**src/rtl/dsk_regs_pkg.sv**
```systemverilog
package dsk_regs_pkg;
  localparam int BUS_W = 16;

  typedef enum logic [3:0] {
    FN_STAT_LD  = 4'o12,
    FN_REC_ADV  = 4'o13,
    FN_STAT_CLR = 4'o14,
    FN_CMD_LD   = 4'o15,
    FN_ADR_LD   = 4'o16,
    FN_DATA_LD  = 4'o17
  } fn_e;

  typedef enum logic [1:0] {
    MD_READ  = 2'd0,
    MD_CHECK = 2'd1,
    MD_WRITE = 2'd2,
    MD_WRALT = 2'd3
  } rec_mode_e;

  // order matches bus_i[14:10]
  typedef struct packed {
    logic xfer_blk;
    logic wake_inh;
    logic xtal;
    logic run;
    logic send;
  } cmd_t;

  typedef struct packed {
    logic stat_ld;
    logic rec_adv;
    logic stat_clr;
    logic cmd_ld;
    logic adr_ld;
    logic data_ld;
  } strb_t;
endpackage

```
**src/rtl/dsk_fn_dec.sv**
```systemverilog
module dsk_fn_dec
  import dsk_regs_pkg::*;
(
  input  logic [3:0] fn_i,
  input  logic       vld_i,
  output strb_t      strb_o
);
  always_comb begin
    strb_o = '0;
    if (vld_i) begin
      case (fn_i)
        FN_STAT_LD:  strb_o.stat_ld  = 1'b1;
        FN_REC_ADV:  strb_o.rec_adv  = 1'b1;
        FN_STAT_CLR: strb_o.stat_clr = 1'b1;
        FN_CMD_LD:   strb_o.cmd_ld   = 1'b1;
        FN_ADR_LD:   strb_o.adr_ld   = 1'b1;
        FN_DATA_LD:  strb_o.data_ld  = 1'b1;
        default:     strb_o = '0;
      endcase
    end
  end
endmodule

```
**src/rtl/dsk_rec_sr.sv**
```systemverilog
module dsk_rec_sr
  import dsk_regs_pkg::*;
#(
  parameter int REC_N  = 3,
  parameter int MODE_W = 2,
  parameter int RNUM_W = 2
) (
  input  logic                      clk_i,
  input  logic                      rst_ni,
  input  logic                      ld_i,
  input  logic                      adv_i,
  input  logic [REC_N*MODE_W-1:0]   modes_i,
  output logic [RNUM_W-1:0]         num_o,
  output logic [MODE_W-1:0]         mode_o,
  output logic                      rd_o,
  output logic                      chk_o,
  output logic                      wr_o
);
  localparam int SR_W = REC_N * MODE_W;

  logic [SR_W-1:0]   sr_q;
  logic [RNUM_W-1:0] num_q;

  always_ff @(posedge clk_i or negedge rst_ni) begin
    if (!rst_ni) begin
      sr_q  <= '0;
      num_q <= '0;
    end else if (ld_i) begin
      sr_q  <= modes_i;
      num_q <= '0;
    end else if (adv_i) begin
      sr_q  <= {sr_q[SR_W-MODE_W-1:0], MODE_W'(MD_READ)};
      num_q <= num_q + 1'b1;
    end
  end

  assign num_o  = num_q;
  assign mode_o = sr_q[SR_W-1 -: MODE_W];

  always_comb begin
    rd_o  = 1'b0;
    chk_o = 1'b0;
    wr_o  = 1'b0;
    case (mode_o)
      MODE_W'(MD_READ):  rd_o  = 1'b1;
      MODE_W'(MD_CHECK): chk_o = 1'b1;
      default:           wr_o  = 1'b1;
    endcase
  end

  assert_mode_onehot_R8: assert property (@(posedge clk_i) disable iff (!rst_ni)
    $onehot({rd_o, chk_o, wr_o}))
    else $error("record mode decode not one-hot");

  assert_adv_num_R7: assert property (@(posedge clk_i) disable iff (!rst_ni)
    (adv_i && !ld_i) |=> num_q == $past(num_q) + 1'b1)
    else $error("record number did not advance");

  assert_adv_mode_R7: assert property (@(posedge clk_i) disable iff (!rst_ni)
    (adv_i && !ld_i) |=> mode_o == $past(sr_q[SR_W-MODE_W-1 -: MODE_W]))
    else $error("next record mode not presented");

  assert_ld_num_R3: assert property (@(posedge clk_i) disable iff (!rst_ni)
    ld_i |=> num_q == '0)
    else $error("record number not reset by address load");
endmodule

```
**src/rtl/dsk_stat.sv**
```systemverilog
module dsk_stat #(
  parameter int ERR_W = 3
) (
  input  logic             clk_i,
  input  logic             rst_ni,
  input  logic             ld_i,
  input  logic             clr_i,
  input  logic [3:0]       fld_i,
  input  logic [ERR_W-1:0] err_i,
  output logic [15:0]      stat_o
);
  localparam int ERR_LSB = 4;

  logic [3:0]       sw_q;
  logic [ERR_W-1:0] err_q;

  // set wins over a coincident clear
  always_ff @(posedge clk_i or negedge rst_ni) begin
    if (!rst_ni)    err_q <= '0;
    else if (clr_i) err_q <= err_i;
    else            err_q <= err_q | err_i;
  end

  always_ff @(posedge clk_i or negedge rst_ni) begin
    if (!rst_ni) begin
      sw_q <= '0;
    end else if (ld_i) begin
      sw_q <= {fld_i[3], sw_q[2] | fld_i[2], fld_i[1:0]};
    end else if (clr_i) begin
      sw_q[2] <= 1'b0;
    end
  end

  always_comb begin
    stat_o = '0;
    stat_o[3:0] = sw_q;
    stat_o[ERR_LSB +: ERR_W] = err_q;
  end

  assert_or_bit_R9: assert property (@(posedge clk_i) disable iff (!rst_ni)
    (ld_i && sw_q[2]) |=> sw_q[2])
    else $error("accumulating status bit lost on load");

  assert_err_sticky_R10: assert property (@(posedge clk_i) disable iff (!rst_ni)
    !clr_i |=> (err_q & $past(err_q)) == $past(err_q))
    else $error("error latch dropped without clear");

  assert_clr_R11: assert property (@(posedge clk_i) disable iff (!rst_ni)
    (clr_i && !ld_i) |=> (!sw_q[2] && err_q == $past(err_i) && sw_q[3] == $past(sw_q[3])))
    else $error("clear status misbehaved");
endmodule

```
**src/rtl/dsk_bit_cnt.sv**
```systemverilog
module dsk_bit_cnt #(
  parameter int CNT_W = 4
) (
  input  logic             clk_i,
  input  logic             rst_ni,
  input  logic             run_i,
  input  logic             arm_i,
  input  logic             stb_i,
  input  logic             val_i,
  output logic [CNT_W-1:0] cnt_o
);
  logic [CNT_W-1:0] cnt_q;
  logic             seen_q;

  always_ff @(posedge clk_i or negedge rst_ni) begin
    if (!rst_ni) begin
      cnt_q  <= '1;
      seen_q <= 1'b0;
    end else if (arm_i) begin
      cnt_q  <= '1;
      seen_q <= 1'b0;
    end else if (stb_i) begin
      seen_q <= seen_q | val_i;
      if (run_i || seen_q || val_i) cnt_q <= cnt_q + 1'b1;
      else                          cnt_q <= '1;
    end
  end

  assign cnt_o = cnt_q;

  assert_hold_ones_R6: assert property (@(posedge clk_i) disable iff (!rst_ni)
    (!run_i && !seen_q && !arm_i && !(stb_i && val_i)) |=> cnt_q == '1)
    else $error("bit counter left all-ones before first one bit");

  assert_count_R6: assert property (@(posedge clk_i) disable iff (!rst_ni)
    (stb_i && !arm_i && (run_i || seen_q)) |=> cnt_q == $past(cnt_q) + 1'b1)
    else $error("bit counter did not step");
endmodule

```
**src/rtl/dsk_bus_regs.sv**
```systemverilog
module dsk_bus_regs
  import dsk_regs_pkg::*;
#(
  parameter int ERR_W  = 3,
  parameter int REC_N  = 3,
  parameter int MODE_W = 2,
  parameter int RNUM_W = 2,
  parameter int CNT_W  = 4
) (
  input  logic              clk_i,
  input  logic              rst_ni,
  input  logic [15:0]       bus_i,
  input  logic [3:0]        fn_i,
  input  logic              fn_vld_i,
  input  logic [ERR_W-1:0]  err_set_i,
  input  logic              bit_stb_i,
  input  logic              bit_val_i,
  input  logic              word_req_i,
  output logic [15:0]       dout_o,
  output logic [9:0]        track_o,
  output logic              head_o,
  output logic              adr_flag_o,
  output logic [RNUM_W-1:0] rec_num_o,
  output logic [MODE_W-1:0] rec_mode_o,
  output logic              rec_rd_o,
  output logic              rec_chk_o,
  output logic              rec_wr_o,
  output logic              xfer_en_o,
  output logic              word_wake_o,
  output logic              clk_xtal_o,
  output logic [CNT_W-1:0]  bit_cnt_o,
  output logic [15:0]       stat_o
);
  localparam int MODES_W = REC_N * MODE_W;
  localparam int ADR_LSB = 1;
  localparam int FLAG_B  = ADR_LSB + MODES_W;
  localparam int CMD_LSB = 10;
  localparam int HEAD_B  = 2;

  strb_t            strb;
  cmd_t             cmd_q;
  cmd_t             cmd_d;
  logic [BUS_W-1:0] dout_q;
  logic             head_q;
  logic             flag_q;

  dsk_fn_dec u_dec (
    .fn_i  (fn_i),
    .vld_i (fn_vld_i),
    .strb_o(strb)
  );

  assign cmd_d = cmd_t'(bus_i[CMD_LSB +: $bits(cmd_t)]);

  always_ff @(posedge clk_i or negedge rst_ni) begin
    if (!rst_ni) begin
      dout_q <= '0;
      cmd_q  <= '0;
      head_q <= 1'b0;
      flag_q <= 1'b0;
    end else begin
      if (strb.data_ld) dout_q <= bus_i;
      if (strb.cmd_ld)  cmd_q  <= cmd_d;
      if (strb.adr_ld) begin
        head_q <= dout_q[HEAD_B];
        flag_q <= bus_i[FLAG_B];
      end
    end
  end

  dsk_rec_sr #(
    .REC_N (REC_N),
    .MODE_W(MODE_W),
    .RNUM_W(RNUM_W)
  ) u_rec (
    .clk_i  (clk_i),
    .rst_ni (rst_ni),
    .ld_i   (strb.adr_ld),
    .adv_i  (strb.rec_adv),
    .modes_i(bus_i[ADR_LSB +: MODES_W]),
    .num_o  (rec_num_o),
    .mode_o (rec_mode_o),
    .rd_o   (rec_rd_o),
    .chk_o  (rec_chk_o),
    .wr_o   (rec_wr_o)
  );

  dsk_stat #(
    .ERR_W(ERR_W)
  ) u_stat (
    .clk_i (clk_i),
    .rst_ni(rst_ni),
    .ld_i  (strb.stat_ld),
    .clr_i (strb.stat_clr),
    .fld_i (bus_i[3:0]),
    .err_i (err_set_i),
    .stat_o(stat_o)
  );

  dsk_bit_cnt #(
    .CNT_W(CNT_W)
  ) u_bcnt (
    .clk_i (clk_i),
    .rst_ni(rst_ni),
    .run_i (cmd_q.run),
    .arm_i (strb.cmd_ld && !cmd_d.run),
    .stb_i (bit_stb_i),
    .val_i (bit_val_i),
    .cnt_o (bit_cnt_o)
  );

  assign dout_o      = dout_q;
  assign head_o      = head_q;
  assign adr_flag_o  = flag_q;
  assign xfer_en_o   = !cmd_q.xfer_blk;
  assign clk_xtal_o  = cmd_q.xtal;
  assign word_wake_o = word_req_i && !cmd_q.wake_inh;
  assign track_o     = cmd_q.send ? {dout_q[11:3], dout_q[0]} : 10'd0;

  assert_data_ld_R2: assert property (@(posedge clk_i) disable iff (!rst_ni)
    strb.data_ld |=> dout_q == $past(bus_i))
    else $error("data-out load mismatch");

  assert_head_R3: assert property (@(posedge clk_i) disable iff (!rst_ni)
    strb.adr_ld |=> head_q == $past(dout_q[HEAD_B]))
    else $error("head bit not taken from data-out");

  assert_ignore_R12: assert property (@(posedge clk_i) disable iff (!rst_ni)
    !fn_vld_i |=> ($stable(dout_q) && $stable(cmd_q) && $stable(head_q) && $stable(flag_q)))
    else $error("register changed without a strobe");

  assert_track_R5: assert property (@(posedge clk_i) disable iff (!rst_ni)
    !cmd_q.send |-> track_o == 10'd0)
    else $error("track address driven while send off");
endmodule

```
**config.mk**
```make
export PLATFORM = sky130hd
export DESIGN_NAME = dsk_bus_regs
export DESIGN_NICKNAME = d
export VERILOG_FILES = /design/src/rtl/dsk_regs_pkg.sv /design/src/rtl/dsk_fn_dec.sv /design/src/rtl/dsk_rec_sr.sv /design/src/rtl/dsk_stat.sv /design/src/rtl/dsk_bit_cnt.sv /design/src/rtl/dsk_bus_regs.sv
export SDC_FILE = /design/constraint.sdc
export NUM_CORES = 1
export LEC_CHECK = 0
export BUFFER_PORTS_ARGS = -buffer_cell sky130_fd_sc_hd__buf_2
export CAP_MARGIN = 0
export CORE_AREA = 2 2 82 76
export DETAILED_ROUTE_END_ITERATION = 12
export DIE_AREA = 0 0 84 78
export GPL_TIMING_DRIVEN = 0
export PLACE_DENSITY_LB_ADDON = 0.1
export SYNTH_ARGS = -nofsm -noshare
export SYNTH_HDL_FRONTEND = slang
export SYNTH_SLANG_ARGS = --single-unit
```
**constraint.sdc**
```tcl
create_clock -name clk_i -period 1.4 [get_ports clk_i]
set_input_delay 0.07 -clock clk_i [delete_from_list [all_inputs] [get_ports clk_i]]
set_output_delay 0.07 -clock clk_i [all_outputs]
set_load 0.02 [all_outputs]
```
==> qor.csv, run 1 <==
stage,metric,value,unit
yosys,mapped cell area,2070,µm²
detailed_routing,number of nets with antenna violations after detailed routing,0,
setup_path,critical path launch point type,flop,
grt,global-route wire length before repair,7.73,mm
yosys,synth unique cells,41,
detailed_routing,vias per cell,4.77,
setup_path,path type of the worst setup path,reg -> out,
grt,initial antenna violation count,0,
floorplan,I/O pin count,87,
job,number of max-cap violations,0,
detailed_routing,total wire length after detailed routing,4.63,mm
sta,post-route minimum period,1250,ps
yosys,Post-Syn Instances,168,
yosys,most used flip-flop cell after synthesis,sky130_fd_sc_hd__dfrtp_1,
yosys,average instance area after synthesis,12.3,µm²
sta,worst-case clock skew,8.28,ps
detailed_routing,number of DRC violations after detailed routing,0,
layout,area used by multi-input combinational logic,893,µm²
grt,maximum number of pins on one net before global-route repair,44,
floorplan,die area,6550,µm²
cts,Clock Latency Late Sink,300,ps
detailed_routing,DRC marker count from the first detailed-route iteration,47,
placement,number of port buffers,77,
layout,sequential cell area,1080,µm²
layout,Antenna Cells,0,
yosys,"FF+latch count, synth",43,
sta,worst-case headroom to the max-slew limit,34.7,%
placement,post-detailed-placement half-perimeter wirelength,3.28,mm
setup_path,worst path cell trace,and2_1 > buf_2,
grt,GRT Overall Usage,14.9,%
cts,CTS sink count,43,
sta,worst-margin pin slew,979,ps
worst_hold_path,worst hold path class,in -> reg,
sta,final count of hold timing violations,0,
status,outcome,"finished, final reports clean",
layout,fraction of the core area covered by cells at the end of the flow,49.2,%
sta,unrepaired setup endpoints after global routing,no,
setup_path,maximum fanout along the worst path,11,
floorplan,core region area,5630,µm²
detailed_routing,number of detailed-routing iterations run before antenna repair,4,
cts,deepest clock path buffer count,2,
floorplan,Initial Utilization,36.7,%
detailed_routing,via count,1607,
grt,GRT overflow,0,
power_and_ir_drop,maximum vdd ir drop,0.000760,V
detailed_routing,detail-routed net length per standard cell,13.7,µm
setup_path,slowest cell on the critical path,sky130_fd_sc_hd__dfrtp_1,
cts,number of buffers added by the clock tree synthesis step,5,
yosys,sequential-to-total area share from yosys stat,52.3,%
layout,layout cells sized above 1,50.2,%
yosys,count of flip-flops with a built-in enable after synthesis,0,
floorplan,x dimension of the die,84,µm
grt,vias in the first global route,1536,
sta,post-route fraction of the period consumed by the critical path,89.4,%
cts,clock tree from TritonCTS,done,
sta,final hold slack,17.2,ps
setup_path,delay of the slowest cell on the worst path,550,ps
floorplan,die extent in y,78,µm
floorplan,total number of placement rows,26,
setup_path,Setup crit end kind,output pin,
cts,Worst-path clk slew,80,ps
setup_path,worst endpoint data arrival time,1180,ps
layout,final net count,296,
layout,count of fill cells added during filler insertion,527,
cts,CTS H-Tree Depth,2,
power_and_ir_drop,Pwr per Cell Area,1540,nW/µm²
yosys,post-synthesis async set-or-reset flop share,100,%
sta,final setup violation count,0,
sta,Max Transition Viols Final,0,
cts,buffer cell driving the clock tree root,sky130_fd_sc_hd__clkbuf_8,
layout,signed area change from the synthesized netlist to the final layout,34.0,%
setup_path,worst endpoint required time,1330,ps
sta,final setup TNS,0,ps
sta,highest attainable clock frequency,799,MHz
placement,weighted congestion reported at the end of routability-driven placement,0.802,
yosys,warnings from Yosys,0,
power_and_ir_drop,Leak,1.38,nW
## critical path, delay by kind of cell, from the launching register on
family | cells | cell delay [ps]
flops | 1 | 550
simple gates | 1 | 180
buf+inv | 1 | 160
## cells in the final DEF, fill, tap and decap left out, types with 2 or more instances in the layout
cell type and count:
sky130_fd_sc_hd__buf_2 79, sky130_fd_sc_hd__dfrtp_1 39, sky130_fd_sc_hd__mux2_2 16, sky130_fd_sc_hd__buf_4 11
sky130_fd_sc_hd__and2_1 10, sky130_fd_sc_hd__mux2_4 10, sky130_fd_sc_hd__conb_1 9, sky130_fd_sc_hd__o21ai_0 8
sky130_fd_sc_hd__dlygate4sd3_1 7, sky130_fd_sc_hd__nor2_1 6, sky130_fd_sc_hd__nor3_1 6, sky130_fd_sc_hd__a21oi_1 5
sky130_fd_sc_hd__nand3_1 5, sky130_fd_sc_hd__clkbuf_8 5, sky130_fd_sc_hd__a31oi_1 4, sky130_fd_sc_hd__dfstp_2 4
sky130_fd_sc_hd__a21o_1 3, sky130_fd_sc_hd__clkbuf_1 3, sky130_fd_sc_hd__and3_1 3, sky130_fd_sc_hd__nand2_1 3
sky130_fd_sc_hd__or3_1 2, sky130_fd_sc_hd__nor2b_1 2, sky130_fd_sc_hd__nor3b_1 2, sky130_fd_sc_hd__o31ai_1 2
sky130_fd_sc_hd__a22o_1 2, sky130_fd_sc_hd__mux2i_1 2, sky130_fd_sc_hd__bufinv_16 2
## stage by stage
stage / instance area (µm²) / instances / setup slack (ps) / power (mW)
finish: 2770 / 337 / 148 / 4.27
detailed placement: 2570 / 323 / 91.3 / 3.16
global placement: 2570 / 323 / 117 / 3.14
floorplan: 2100 / 176 / 220 / 2.66
CTS: 2770 / 337 / 112 / 4.33
global route: 2770 / 337 / 36.4 / 4.52
## power by group
| group | internal (mW) | leakage (nW) | total [mW] | switching (mW) |
|---|---|---|---|---|
| sequential | 1.56 | 0.511 | 1.77 | 0.215 |
| clock | 0.713 | 0.0654 | 1.14 | 0.431 |
| combinational | 0.594 | 0.799 | 1.36 | 0.763 |
## Yosys cell counts, types with 2 or more instances
| library cell | count | area share, % |
|---|---|---|
| sky130_fd_sc_hd__a21o_1 | 3 | 1.1 |
| sky130_fd_sc_hd__a21oi_1 | 5 | 1.2 |
| sky130_fd_sc_hd__a22o_1 | 2 | 0.85 |
| sky130_fd_sc_hd__a31oi_1 | 4 | 1.2 |
| sky130_fd_sc_hd__and2_1 | 10 | 3.0 |
| sky130_fd_sc_hd__and3_1 | 3 | 0.91 |
| sky130_fd_sc_hd__buf_2 | 2 | 0.48 |
| sky130_fd_sc_hd__buf_4 | 11 | 4.0 |
| sky130_fd_sc_hd__clkbuf_1 | 3 | 0.54 |
| sky130_fd_sc_hd__dfrtp_1 | 39 | 47 |
| sky130_fd_sc_hd__dfstp_2 | 4 | 5.1 |
| sky130_fd_sc_hd__mux2_2 | 16 | 8.7 |
| sky130_fd_sc_hd__mux2_4 | 10 | 7.3 |
| sky130_fd_sc_hd__mux2i_1 | 2 | 0.97 |
| sky130_fd_sc_hd__nand2_1 | 3 | 0.54 |
| sky130_fd_sc_hd__nand3_1 | 5 | 1.2 |
| sky130_fd_sc_hd__nor2_1 | 6 | 1.1 |
| sky130_fd_sc_hd__nor2b_1 | 2 | 0.61 |
| sky130_fd_sc_hd__nor3_1 | 6 | 1.5 |
| sky130_fd_sc_hd__nor3b_1 | 2 | 0.73 |
| sky130_fd_sc_hd__o21ai_0 | 8 | 1.9 |
| sky130_fd_sc_hd__o31ai_1 | 2 | 0.73 |
| sky130_fd_sc_hd__or3_1 | 2 | 0.61 |
## flip-flops by register name (all words and copies together) (netlist names)
| signal | count |
|---|---|
| u_stat.sw_q | 4 |
| u_bcnt.cnt_o | 4 |
| u_bcnt.seen_q | 1 |
| u_rec.sr_q | 6 |
| cmd_q | 4 |
| u_rec.num_o | 2 |
| u_stat.err_q | 3 |
| adr_flag_o | 1 |
| clk_xtal_o | 1 |
| head_o | 1 |
| dout_o | 16 |
## layer usage
layer	vias up	track usage, %	part of all wire, %
li1	776	-	-
met1	767	19.8	45
met2	60	23.7	47
met3	4	5.21	7.6
met4	0	3.39	0.91
met5	-	0	0
## logic make-up after synthesis
family                     Yosys count  share of synthesized area, %
DFF                                 43                          52.3
adders and majority gates            1                         0.605
AOI/OAI and AO/OA                   27                          8.11
and+or+nand+nor                     50                          15.9
muxes                               28                          16.9
buffers and inverters               18                          5.93
other                                1                         0.181
## layout make-up
class / count / share of cell area, %
clock inverters: 2 / 2.17
inverters: 1 / 0.136
flip-flops and latches: 43 / 39.0
repair buffers: 84 / 16.4
plain buffers: 16 / 4.16
well taps: 70 / 3.16
multi-input cells: 115 / 32.3
clock buffers: 6 / 2.62
## path summary, 6_finish.rpt
kind                                                  from                           to  slack, ps  cells past startpoint
worst max-delay path                  cmd_q[0]$_DFFE_PN0P_                   track_o[6]        150                      2
worst min-delay path                              bus_i[0]        dout_o[0]$_DFFE_PN0P_         20                      2
worst max register to register   u_bcnt.seen_q$_DFFE_PN0P_  u_bcnt.cnt_o[2]$_DFFE_PN1P_        180                      3
worst min register to register  u_rec.num_o[1]$_DFFE_PN0P_   u_rec.num_o[1]$_DFFE_PN0P_        470                      1
max in group asynchronous                           rst_ni        dout_o[0]$_DFFE_PN0P_        320                      2
min in group asynchronous                           rst_ni    u_stat.err_q[0]$_DFF_PN0_        470                      2
## repair_timing
item / in CTS / in global routing
gates resized for setup: 0 / 0
buffers inserted: 0 / 0
hold buffers: 7 / 0
endpoints found under the setup margin: 10 / 0
endpoints found under the hold margin: 45 / 0
Note: power is estimated with default switching activity, not from simulation.
==> inputs of run 2 (changes only) <==
--- a/config.mk
+++ b/config.mk
@@ -10,7 +10,7 @@
 export CORE_AREA = 2 2 82 76
 export DETAILED_ROUTE_END_ITERATION = 12
 export DIE_AREA = 0 0 84 78
-export GPL_TIMING_DRIVEN = 0
+export GPL_TIMING_DRIVEN = 1
 export PLACE_DENSITY_LB_ADDON = 0.1
 export SYNTH_ARGS = -nofsm -noshare
 export SYNTH_HDL_FRONTEND = slang
==> run 2 against run 1 <==
Net effect: utilization fell by 2.6 points; sequential share of layout area grew 2.2 points; clock skew down 7.4 ps; setup slack improved by 5.7 ps.
==> qor.csv, run 2 (synthesized netlist as in run 1, its figures left out) <==
stage,metric,value,unit,change
job,number of max-cap violations,0,,unchanged
layout,"most common cell after layout, fill and taps aside",sky130_fd_sc_hd__buf_2,,
detailed_routing,total wire length after detailed routing,4.59,mm,-0.82%
sta,unrepaired setup endpoints after global routing,no,,
cts,number of buffers added by the clock tree synthesis step,5,,unchanged
detailed_routing,detail-routed net length per standard cell,14.2,µm,+3.5%
setup_path,family with the most delay on the worst path,compound AO/OA/AOI/OAI gates,,
setup_path,worst path cell trace,o31ai_1 > nor2_1 > o31ai_1,,
floorplan,core region area,5630,µm²,unchanged
worst_hold_path,worst hold path class,in -> reg,,
cts,number of cells upsized or downsized after cts,0,,unchanged
floorplan,Initial Utilization,36.7,%,unchanged
power_and_ir_drop,Total Power,3.84,mW,-10%
floorplan,I/O pin count,87,,unchanged
layout,fraction of the core area covered by cells at the end of the flow,46.6,%,-2.6 points
layout,Antenna Cells,0,,unchanged
setup_path,Setup crit end kind,flop,,
detailed_routing,number of detailed-routing iterations run before antenna repair,4,,unchanged
grt,GRT Overall Usage,14.9,%,-0.059 points
worst_hold_path,Hold Startpoint,bus_i[8],,
detailed_routing,via count,1541,,-4.1%
setup_path,maximum fanout along the worst path,3,,-8
power_and_ir_drop,maximum vdd ir drop,0.000631,V,-17%
sta,highest attainable clock frequency,803,MHz,+0.45%
setup_path,worst endpoint data arrival time,1450,ps,+270 ps
sta,worst path setup slack after routing,154,ps,+5.65 ps
setup_path,cell type with the highest occurrence count on the critical path,sky130_fd_sc_hd__o31ai_1,,
grt,global-route wire length before repair,7.60,mm,-1.7%
setup_path,launch instance of the worst register-to-register path,u_bcnt.seen_q$_DFFE_PN0P_,,
floorplan,x dimension of the die,84,µm,unchanged
detailed_routing,highest metal layer with signal wires,met4,,
power_and_ir_drop,Leak,1.29,nW,-6.3%
floorplan,die area,6550,µm²,unchanged
setup_path,path type of the worst setup path,reg -> reg,,
detailed_routing,number of nets with antenna violations after detailed routing,0,,unchanged
setup_path,slowest cell on the critical path,sky130_fd_sc_hd__o31ai_1,,
cts,CTS H-Tree Depth,2,,unchanged
grt,vias in the first global route,1496,,-2.6%
placement,number of port buffers,77,,unchanged
sta,final setup violation count,0,,unchanged
detailed_routing,routed wire length on met2,2.12,mm,-1.8%
detailed_routing,Routed met3 length,234,µm,-33%
placement,post-detailed-placement half-perimeter wirelength,3.35,mm,+2.1%
placement,Post-Place Setup Slack,159,ps,+67.3 ps
status,outcome,"finished, final reports clean",,
cts,buffer cell driving the clock tree root,sky130_fd_sc_hd__clkbuf_8,,
sta,post-route fraction of the period consumed by the critical path,89.0,%,-0.40 points
layout,number of flip-flops under the largest register name,16,,unchanged
cts,Clock Latency Late Sink,290,ps,about the same
sta,final hold slack,10.7,ps,-6.47 ps
grt,initial antenna violation count,0,,unchanged
sta,worst-case clock skew,0.878,ps,-7.40 ps
cts,Worst-path clk slew,80,ps,about the same
layout,final net count,282,,-4.7%
sta,final setup TNS,0,ps,unchanged
setup_path,CP startpoint,u_bcnt.seen_q$_DFFE_PN0P_,,
floorplan,total number of placement rows,26,,unchanged
detailed_routing,DRC marker count from the first detailed-route iteration,44,,-6.4%
power_and_ir_drop,Pwr per Cell Area,1460,nW/µm²,-5.1%
setup_path,critical path launch point type,flop,,
layout,layout cells sized above 1,49.0,%,-1.2 points
detailed_routing,detailed-route wire length on metal 1,2.19,mm,+5.0%
setup_path,worst endpoint required time,1600,ps,+270 ps
detailed_routing,number of DRC violations after detailed routing,0,,unchanged
cts,deepest clock path buffer count,2,,unchanged
grt,maximum number of pins on one net before global-route repair,21,,-52%
grt,GRT overflow,0,,unchanged
layout,signed area change from the synthesized netlist to the final layout,26.9,%,
sta,post-route minimum period,1250,ps,-5.65 ps
sta,final count of hold timing violations,0,,unchanged
setup_path,Critical path buffers and inverters,0,,-1
sta,Max Transition Viols Final,0,,unchanged
detailed_routing,vias per cell,4.77,,about the same
layout,most frequent cells in the layout,"77 x sky130_fd_sc_hd__buf_2, 39 x sky130_fd_sc_hd__dfrtp_1, 16 x sky130_fd_sc_hd__mux2_2",,
setup_path,delay of the slowest cell on the worst path,410,ps,-140 ps
cts,CTS sink count,43,,unchanged
setup_path,Register-to-Register Setup Slack,150,ps,-30 ps
placement,weighted congestion reported at the end of routability-driven placement,0.773,,-3.6%
floorplan,die extent in y,78,µm,unchanged
cts,clock tree from TritonCTS,done,,
[run 2: changes by cell type in the layout (fill, tap and decap cells not counted), sizes merged]
| cell | previous run | this run |
|---|---|---|
| buf | 91 | 82 |
| bufinv | 2 | 0 |
| clkbuf | 8 | 7 |
| clkinv | 0 | 1 |
| dlygate4sd3 | 7 | 4 |
[run 2: final timing paths]
path                                               end  cells past startpoint
min reg2reg                 u_rec.num_o[1]$_DFFE_PN0P_                      1
max reg2reg                u_bcnt.cnt_o[2]$_DFFE_PN1P_                      3
min                              dout_o[8]$_DFFE_PN0P_                      2
max                        u_bcnt.cnt_o[2]$_DFFE_PN1P_                      3
min in group asynchronous       dout_o[11]$_DFFE_PN0P_                      2
max in group asynchronous   u_stat.sw_q[1]$_DFFE_PN0P_                      3
[run 2: final cells by class]
type | instances | area [µm²]
inverters | 1 | 3.75
multi-input cells | 115 | 893
flip-flops and latches | 43 | 1080
fillers | 549 | 3010
repair buffers | 86 | 475
clock buffers | 7 | 76.3
well taps | 70 | 87.6
clock inverters | 1 | 5.00
[run 2: report_power, final]
group	switching, mW	internal (mW)
Combinational	0.757	0.558
Sequential	0.213	1.56
Clock	0.404	0.350
Total	1.37	2.46
[run 2: layer usage]
| metal | global-route usage (%) | up-vias |
|---|---|---|
| met2 | 23.0 | 53 |
| li1 | - | 742 |
| met5 | 0 | - |
| met1 | 20.6 | 739 |
| met4 | 5.16 | 0 |
| met3 | 3.40 | 7 |
[run 2: timing repair]
action                    4_1_cts  5_1_grt
buffers inserted                0        0
hold buffers                    4        0
hold endpoints to repair       17        0
[run 2: metrics by stage]
step	instance area [µm²]	cells
floorplan	2100	176
global placement	2500	311
detailed placement	2500	311
CTS	2620	323
global route	2620	323
finish	2620	323
